## src/rtl/ovl_pkg.sv

```systemverilog
package ovl_pkg;
  localparam int NPLANE  = 6;
  localparam int NSPR    = 8;
  localparam int NGRP    = NSPR / 2;
  localparam int NPF_PL  = NPLANE / 2;
  localparam int CW      = NGRP + 2 * NPLANE;
  localparam int HIT_W   = 16;
  localparam int PF_BASE = 1;
  localparam int PAIR_BASE = PF_BASE + 2 * NGRP;

  typedef struct packed {
    logic [NGRP-1:0]   spr_merge;
    logic [NPLANE-1:0] plane_en;
    logic [NPLANE-1:0] plane_val;
  } ctl_t;

  // Presence of one playfield: every included plane must equal its value.
  function automatic logic pf_present(input logic [NPF_PL-1:0] bits,
                                      input logic [NPF_PL-1:0] en,
                                      input logic [NPF_PL-1:0] val);
    return ((bits ^ val) & en) == '0;
  endfunction

  // Register bit for sprite group pair (a,b), a < b.
  function automatic int pair_idx(input int a, input int b);
    return PAIR_BASE + (a * (2 * NGRP - a - 1)) / 2 + (b - a - 1);
  endfunction
endpackage

```

## src/rtl/ovl_ctl_reg.sv

```systemverilog
module ovl_ctl_reg
  import ovl_pkg::*;
(
  input  logic          clk,
  input  logic          rst_n,
  input  logic          we,
  input  logic [CW-1:0] wdata,
  output ctl_t          ctl_q
);
  always_ff @(posedge clk) begin
    if (!rst_n)  ctl_q <= '0;
    else if (we) ctl_q <= ctl_t'(wdata);
  end
endmodule

```

## src/rtl/ovl_pf_detect.sv

```systemverilog
module ovl_pf_detect
  import ovl_pkg::*;
(
  input  logic [NPF_PL-1:0] bits,
  input  logic [NPF_PL-1:0] en,
  input  logic [NPF_PL-1:0] val,
  output logic              present
);
  assign present = pf_present(bits, en, val);
endmodule

```

## src/rtl/ovl_spr_group.sv

```systemverilog
module ovl_spr_group
  import ovl_pkg::*;
(
  input  logic [NSPR-1:0] spr_on,
  input  logic [NGRP-1:0] merge,
  output logic [NGRP-1:0] grp_on
);
  for (genvar g = 0; g < NGRP; g++) begin : g_grp
    assign grp_on[g] = spr_on[2*g] | (merge[g] & spr_on[2*g+1]);
  end
endmodule

```

## src/rtl/ovl_hit_map.sv

```systemverilog
module ovl_hit_map
  import ovl_pkg::*;
(
  input  logic             pf1_on,
  input  logic             pf2_on,
  input  logic [NGRP-1:0]  grp_on,
  output logic [HIT_W-1:0] hits
);
  assign hits[0] = pf1_on & pf2_on;
  for (genvar g = 0; g < NGRP; g++) begin : g_pf
    assign hits[PF_BASE + g]        = pf1_on & grp_on[g];
    assign hits[PF_BASE + NGRP + g] = pf2_on & grp_on[g];
  end
  for (genvar a = 0; a < NGRP; a++) begin : g_a
    for (genvar b = a + 1; b < NGRP; b++) begin : g_b
      assign hits[pair_idx(a, b)] = grp_on[a] & grp_on[b];
    end
  end
  assign hits[HIT_W-1] = 1'b0;
endmodule

```

## src/rtl/sprite_pf_collide.sv

```systemverilog
module sprite_pf_collide
  import ovl_pkg::*;
(
  input  logic              clk,
  input  logic              rst_n,
  input  logic [NPLANE-1:0] plane_bits,
  input  logic [NSPR-1:0]   spr_on,
  input  logic              pix_valid,
  input  logic              ctl_we,
  input  logic [CW-1:0]     ctl_wdata,
  input  logic              rd_stb,
  output logic [HIT_W-1:0]  collide_q
);
  ctl_t ctl_q;
  logic [NPF_PL-1:0] odd_bits, even_bits, odd_en, even_en, odd_val, even_val;
  logic pf1_on, pf2_on;
  logic [NGRP-1:0] grp_on;
  logic [HIT_W-1:0] pix_hits;
  logic [HIT_W-1:0] keep_q;

  ovl_ctl_reg u_ctl (
    .clk(clk), .rst_n(rst_n), .we(ctl_we), .wdata(ctl_wdata), .ctl_q(ctl_q)
  );

  for (genvar k = 0; k < NPF_PL; k++) begin : g_split
    assign odd_bits[k]  = plane_bits[2*k];
    assign even_bits[k] = plane_bits[2*k+1];
    assign odd_en[k]    = ctl_q.plane_en[2*k];
    assign even_en[k]   = ctl_q.plane_en[2*k+1];
    assign odd_val[k]   = ctl_q.plane_val[2*k];
    assign even_val[k]  = ctl_q.plane_val[2*k+1];
  end

  ovl_pf_detect u_pf1 (.bits(odd_bits),  .en(odd_en),  .val(odd_val),  .present(pf1_on));
  ovl_pf_detect u_pf2 (.bits(even_bits), .en(even_en), .val(even_val), .present(pf2_on));

  ovl_spr_group u_grp (.spr_on(spr_on), .merge(ctl_q.spr_merge), .grp_on(grp_on));

  ovl_hit_map u_map (.pf1_on(pf1_on), .pf2_on(pf2_on), .grp_on(grp_on), .hits(pix_hits));

  assign keep_q = rd_stb ? '0 : collide_q;

  always_ff @(posedge clk) begin
    if (!rst_n)         collide_q <= '0;
    else if (pix_valid) collide_q <= keep_q | pix_hits;
    else                collide_q <= keep_q;
  end


  sticky_hold_chk: assert property (@(posedge clk) disable iff (!rst_n)
    !rd_stb |=> ((collide_q & $past(collide_q)) == $past(collide_q)));

  rd_clear_chk: assert property (@(posedge clk) disable iff (!rst_n)
    (rd_stb && !pix_valid) |=> (collide_q == '0));

  rd_keep_chk: assert property (@(posedge clk) disable iff (!rst_n)
    (rd_stb && pix_valid) |=> (collide_q == $past(pix_hits)));

  idle_hold_chk: assert property (@(posedge clk) disable iff (!rst_n)
    (!pix_valid && !rd_stb) |=> $stable(collide_q));

  pf1_free_chk: assert property (@(posedge clk) disable iff (!rst_n)
    (odd_en == '0) |-> pf1_on);

  pf2_free_chk: assert property (@(posedge clk) disable iff (!rst_n)
    (even_en == '0) |-> pf2_on);
  for (genvar g = 0; g < NGRP; g++) begin : g_chk

    grp_base_chk: assert property (@(posedge clk) disable iff (!rst_n)
      spr_on[2*g] |-> grp_on[g]);
  end
endmodule

```

## config.mk

```make
export PLATFORM = sky130hd
export DESIGN_NAME = sprite_pf_collide
export DESIGN_NICKNAME = d
export VERILOG_FILES = /design/src/rtl/ovl_pkg.sv /design/src/rtl/ovl_ctl_reg.sv /design/src/rtl/ovl_pf_detect.sv /design/src/rtl/ovl_spr_group.sv /design/src/rtl/ovl_hit_map.sv /design/src/rtl/sprite_pf_collide.sv
export SDC_FILE = /design/constraint.sdc
export NUM_CORES = 1
export LEC_CHECK = 0
export ABC_AREA = 1
export BUFFER_PORTS_ARGS = -buffer_cell sky130_fd_sc_hd__buf_2
export CELL_PAD_IN_SITES_DETAIL_PLACEMENT = 0
export CELL_PAD_IN_SITES_GLOBAL_PLACEMENT = 1
export CORE_ASPECT_RATIO = 0.7
export CORE_MARGIN = 3
export CORE_UTILIZATION = 37
export DETAILED_ROUTE_END_ITERATION = 8
export GPL_TIMING_DRIVEN = 0
export PLACE_DENSITY = 0.94
export SETUP_SLACK_MARGIN = 0.3
export SLEW_MARGIN = 30
export SYNTH_ARGS = -nofsm -noshare
export SYNTH_HDL_FRONTEND = slang
export SYNTH_HIERARCHICAL = 1
export SYNTH_SLANG_ARGS = --single-unit
```

## constraint.sdc

```tcl
create_clock -name clk -period 1.5 [get_ports clk]
set_input_delay 0.075 -clock clk [delete_from_list [all_inputs] [get_ports clk]]
set_output_delay 0.075 -clock clk [all_outputs]
set_load 0.05 [all_outputs]
```

# ---- Word level (Yosys, flattened, before mapping)
# Cells that the tools add are included.
# W data, S select, Z words.
dict set report totals {
  regBits 32
  in_bits 35
  out_inout_bits 16
  wordCells 36
}
dict set report op_classes {
  mux 2
  bitwise 28
  reduce_logical 2
}
# operator n
set op_table {}
lappend op_table {{$mux W16} 2}
lappend op_table {{$and A1 B1 Y1} 19}
lappend op_table {{$or A16 B15 Y16} 1}
lappend op_table {{$and A3 B3 Y3} 2}
lappend op_table {{$logic_not A3 Y1} 2}
lappend op_table {{$xor A3 B3 Y3} 2}
lappend op_table {{$or A1 B1 Y1} 4}

# ---- Depth between registers and ports, before layout
dict set report logic_depth {
  depth_word 6
  mapped_depth 9
}

# ---- By module
# The synthesis kept the hierarchy.
# module instances cells_per_inst area_each_um2
set by_module_without_submodules {}
lappend by_module_without_submodules {ovl_ctl_reg 1 101 674.4}
lappend by_module_without_submodules {sprite_pf_collide 1 70 636.9}
lappend by_module_without_submodules {ovl_pf_detect 2 16 71.3}
lappend by_module_without_submodules {ovl_hit_map 1 32 123.9}
lappend by_module_without_submodules {ovl_spr_group 1 12 45.0}

# ---- Worst setup path after synthesis
# Ideal clock, no wire load.
dict set report synth_timing {
  path_type {register to register}
  from {register u_ctl/ctl_q[2] (netlist name)}
  to {register collide_q[2]}
  setup_ns 0.066
  arrival_time_ns 0.906
  required_time_ns 1.434
  path_slack_ns 0.528
  stages_incl_launch_ff 9
  synth_period_minus_slack_ns 0.972
  path_cell_list {dfxtp_1 -> nand2_1 -> nand3_1 -> nand2_1 -> nor2_2 -> nand2_1 -> inv_1 -> nand2_2 -> a21oi_2}
}
dict set report synth_via {
  elab_chain_len 6
}
# element line
set synth_lines {}
lappend synth_lines {{$xor A3 B3 Y3} ovl_pkg.sv:21} ;# return ((bits ^ val) & en) == '0;
lappend synth_lines {{$and A3 B3 Y3} ovl_pkg.sv:21}
lappend synth_lines {{$logic_not A3 Y1} ovl_pkg.sv:21}
lappend synth_lines {{named net pf1_on} sprite_pf_collide.sv:16} ;# logic pf1_on, pf2_on;
lappend synth_lines {{$and A1 B1 Y1} ovl_hit_map.sv:11} ;# assign hits[PF_BASE + g] = pf1_on & grp_on[g];
lappend synth_lines {{named net pix_hits[2]} sprite_pf_collide.sv:18} ;# logic [HIT_W-1:0] pix_hits;
lappend synth_lines {{$or A16 B15 Y16} sprite_pf_collide.sv:45} ;# else if (pix_valid) collide_q <= keep_q | pix_hits;
lappend synth_lines {{$mux W16} sprite_pf_collide.sv:45}
lappend synth_lines {{end signal, assigned} sprite_pf_collide.sv:45}
lappend synth_lines {{end signal, assigned} sprite_pf_collide.sv:46} ;# else collide_q <= keep_q;
lappend synth_lines {{end, declared} sprite_pf_collide.sv:12} ;# output logic [HIT_W-1:0] collide_q
# The timed path passes the listed nets, and every way through them passes these cells.
# A chain may end at the register's enable or synchronous reset.

# ---- Worst setup path after layout
dict set report layout_timing {
  from {register u_ctl/ctl_q[3] (netlist name)}
  to {register collide_q[8]}
}
dict set report layout_via {
  elab_chain_len 6
}
# element line
set layout_lines {}
lappend layout_lines {{$xor A3 B3 Y3} ovl_pkg.sv:21}
lappend layout_lines {{$and A3 B3 Y3} ovl_pkg.sv:21}
lappend layout_lines {{$logic_not A3 Y1} ovl_pkg.sv:21}
lappend layout_lines {{named net pf2_on} sprite_pf_collide.sv:16}
lappend layout_lines {{$and A1 B1 Y1} ovl_hit_map.sv:12} ;# assign hits[PF_BASE + NGRP + g] = pf2_on & grp_on[g];
lappend layout_lines {{named net pix_hits[8]} sprite_pf_collide.sv:18}
lappend layout_lines {{$or A16 B15 Y16} sprite_pf_collide.sv:45}
lappend layout_lines {{$mux W16} sprite_pf_collide.sv:45}
# The timed path passes the listed nets, and every way through them passes these cells.

==> summary.txt <==
Run status
  – Outcome: finished clean

Synthesis
  – Post-Syn Area: approximately 1600 sq um
  – Sequential-to-total area share from yosys stat: 39.5%
  – Yosys reg bits: 32
  – Synth cell types: 17
  – Cells after Synth: roughly 250
  – Syn avg cell area: between 6 and 7 sq um
  – Mapped Nets: between 200 and 300
  – Synth warn: 6

Floorplan
  – Die Y: slightly above 60 microns
  – Total Die Area: between 5000 and 6000 sq um
  – Starting Density: roughly 40%
  – FP Rows: 19
  – Top Ports: 51
  – Chip width: about 85 microns
  – Core ar.: 4070 sq um

Worst hold path
  – Hold endpoint: collide_q[12]
  – Hold Path Cell Cnt: 3
  – Worst hold-check path type: primary input to register
  – Hold_sp: pix_valid

STA
  – Minimum clock period: ~1.1 ns
  – RSZ-0062 raised after global routing: true
  – Period utilization: roughly three quarters
  – Max frequency: 913 MHz
  – # setup viols final: 0
  – Setup TNS: 0 ns
  – Final hold vios: 0
  – Skew final: 0.00421 ns
  – Slew Viols, Final: 0

Clocking
  – TritonCTS Sinks: 32
  – CTS Buffer Depth: 2
  – # hold bufs at CTS: 0
  – Clock Latency Late Sink: around 0.28 ns
  – TritonCTS clock tree: done
  – Clock transition at path regs: 0.06 ns
  – Cts bufs inserted: 5
  – Post_cts resized: 0
  – Post-CTS Setup Inserts: 0
  – Htree depth: 2
  – Root Buffer: clkbuf_8

Worst setup path
  – Worst R2R Setup Slack: 0.40 ns
  – Setup crit start: u_ctl/ctl_q[3]
  – R2r endpoint: collide_q[8]
  – CP max stage cell: dfxtp_2
  – Reg2reg start: u_ctl/ctl_q[3]
  – CP Max Fanout: 5
  – Startpoint Class: register
  – CP Data Arrival Time: roughly 1.3 ns
  – CP Data Required Time: about 1.7 ns
  – CP Buf/Inv Count: 2
  – Crit path max-delay family: simple AND/OR/NAND/NOR gates
  – CP Capture Type: register
  – Crit Path Class: register to register
  – Delay of the slowest cell on the worst path: 0.33 ns
  – Worst-path cell chain: inv_1 -> nand2_1 -> nand3_2 -> nand2_2 -> nor2_4 -> nand2_1 -> inv_1 -> nand2_2 -> a21oi_2
  – Worst reg2reg path depth: 9

GRT
  – Global-route congestion overflow total: 0
  – Vias in the first global route: 1269
  – Largest net degree at the start of global routing: 11
  – First-pass GRT wire length: 5.62 mm
  – Tot GR Track Use: between 10% and 20%
  – Initial antenna violation count: 0

Power
  – Logic gate share of total power: 21.4%
  – Switching share of power: 30.0%
  – P per Cell Area: around 1000 nW/um^2
  – Worst VDD drop: approximately 0.43 mV
  – NetSw: roughly 0.0006 W
  – Leak: 1.18 nW
  – Sequential share of power: between 40% and 50%
  – Internal power: around 0.0014 W
  – Clock network power share: 33.1%

Finish
  – N_diodes: 0
  – Final #Nets: approximately 340
  – Most common cell after layout, fill and taps aside: nand2_1
  – Layout cells sized above 1: approximately a third
  – Most frequent cells in the layout: nand2_1, buf_2, inv_1
  – Filler instances: 457
  – Cell Count, Final, Fillers Out: 356
  – Area Growth Syn to Fin: 25.9%
  – Multi-input gate area: 723 sq um
  – Reg area: roughly 640 sq um

Place
  – IO buf count: about 50
  – DP Wirelength: 2.62 mm
  – Inst Count DP: 348
  – RD Place Congestion: ~0.7

Drt
  – Routed len/inst: 9.75 microns
  – Antenna Violating Nets Remaining: 0
  – Residual DRC: 0
  – First DRT Iteration DRCs: 39
  – Vias/cell: 4.10
  – Drt pass-1 iters: 4
  – DRT Wirelength: approximately 3.5 mm
  – Total vias in the final route: ~1500

Flow run
  – Max-Cap Viols: 0
[stage by stage]
stage | utilization, % | hold WS [ns] | power [W] | setup WS [ns] | cell area (sq um)
2_1_floorplan | - | 0.230 | 0.00127 | 0.528 | 1620
3_3_place_gp | 47.6 | 0.355 | 0.00139 | 0.377 | 1930
3_5_place_dp | 47.6 | 0.353 | 0.00139 | 0.351 | 1930
4_1_cts | 49.8 | 0.0552 | 0.00207 | 0.329 | 2020
5_1_grt | 50.3 | 0.0566 | 0.00218 | 0.288 | 2040
6_report | 50.3 | 0.0679 | 0.00206 | 0.404 | 2040
[metal layers]
metal | GRT usage, % | up-vias | wire, microns
met2 | 20.0 | 33 | 1370
met3 | 6.42 | 4 | 229
met1 | 19.2 | 607 | 1850
met4 | 4.06 | 0 | 21
met5 | 0 | - | 0
li1 | - | 816 | -
[flip-flops by register name, indices dropped and copies added, names as in the netlist]
signal       cells
collide_q       16
u_ctl/ctl_q     16
[power groups by stage]
stage                     combinational, W  sequential [W]  clock (W)
after floorplan                   0.000230         0.00104          0
after global placement            0.000433        0.000954          0
after detailed placement          0.000436        0.000955          0
after CTS                         0.000438        0.000936   0.000698
after global routing              0.000492        0.000945   0.000743
final                             0.000440        0.000937   0.000680
[cells by family (layout without fill, tap and decap cells)]
group                  Yosys count  after routing  synth area share [%]
other                            1              1                 0.231
AND/OR/NAND/NOR                139            139                  35.4
flip-flops                      32             32                  39.5
AO/OA/AOI/OAI                   18             18                  7.86
buffers and inverters           57            114                  17.0
[worst register-to-register path: cells and delay by family, from the launching register on]
| family | cells | cell delay, ns |
|---|---|---|
| buffers and inverters | 2 | 0.11 |
| AND/OR/NAND/NOR | 6 | 0.47 |
| AO/OA/AOI/OAI | 1 | 0.13 |
| flip-flops | 1 | 0.33 |
[synthesized netlist by cell type, drive strengths merged]
master / instances / area, sq um
a21oi: 16 / 118
buf: 9 / 95.1
clkbuf: 1 / 5.00
conb: 1 / 3.75
dfxtp: 32 / 641
inv: 47 / 176
nand2: 99 / 397
nand3: 4 / 30.0
nor2: 36 / 148
o21ai: 2 / 10.0
[worst max path at each step]
| stage | endpoint | cells past startpoint |
|---|---|---|
| 6_report | collide_q[8] | 9 |
| 5_1_grt | collide_q[8] | 9 |
| 4_1_cts | collide_q[8] | 8 |
| 3_5_place_dp | collide_q[8] | 8 |
| 3_3_place_gp | collide_q[0] | 8 |
| 2_1_floorplan | collide_q[2] | 8 |
[area by class of cell]
cell class	count	area share (%)
clock buffer	8	4.41
sequential	32	31.5
inverter	47	8.63
tap	52	3.18
timing repair buffer	49	12.0
multi-input combinational	158	35.4
buffer	10	4.90
Note: power is estimated with default switching activity, not from simulation.
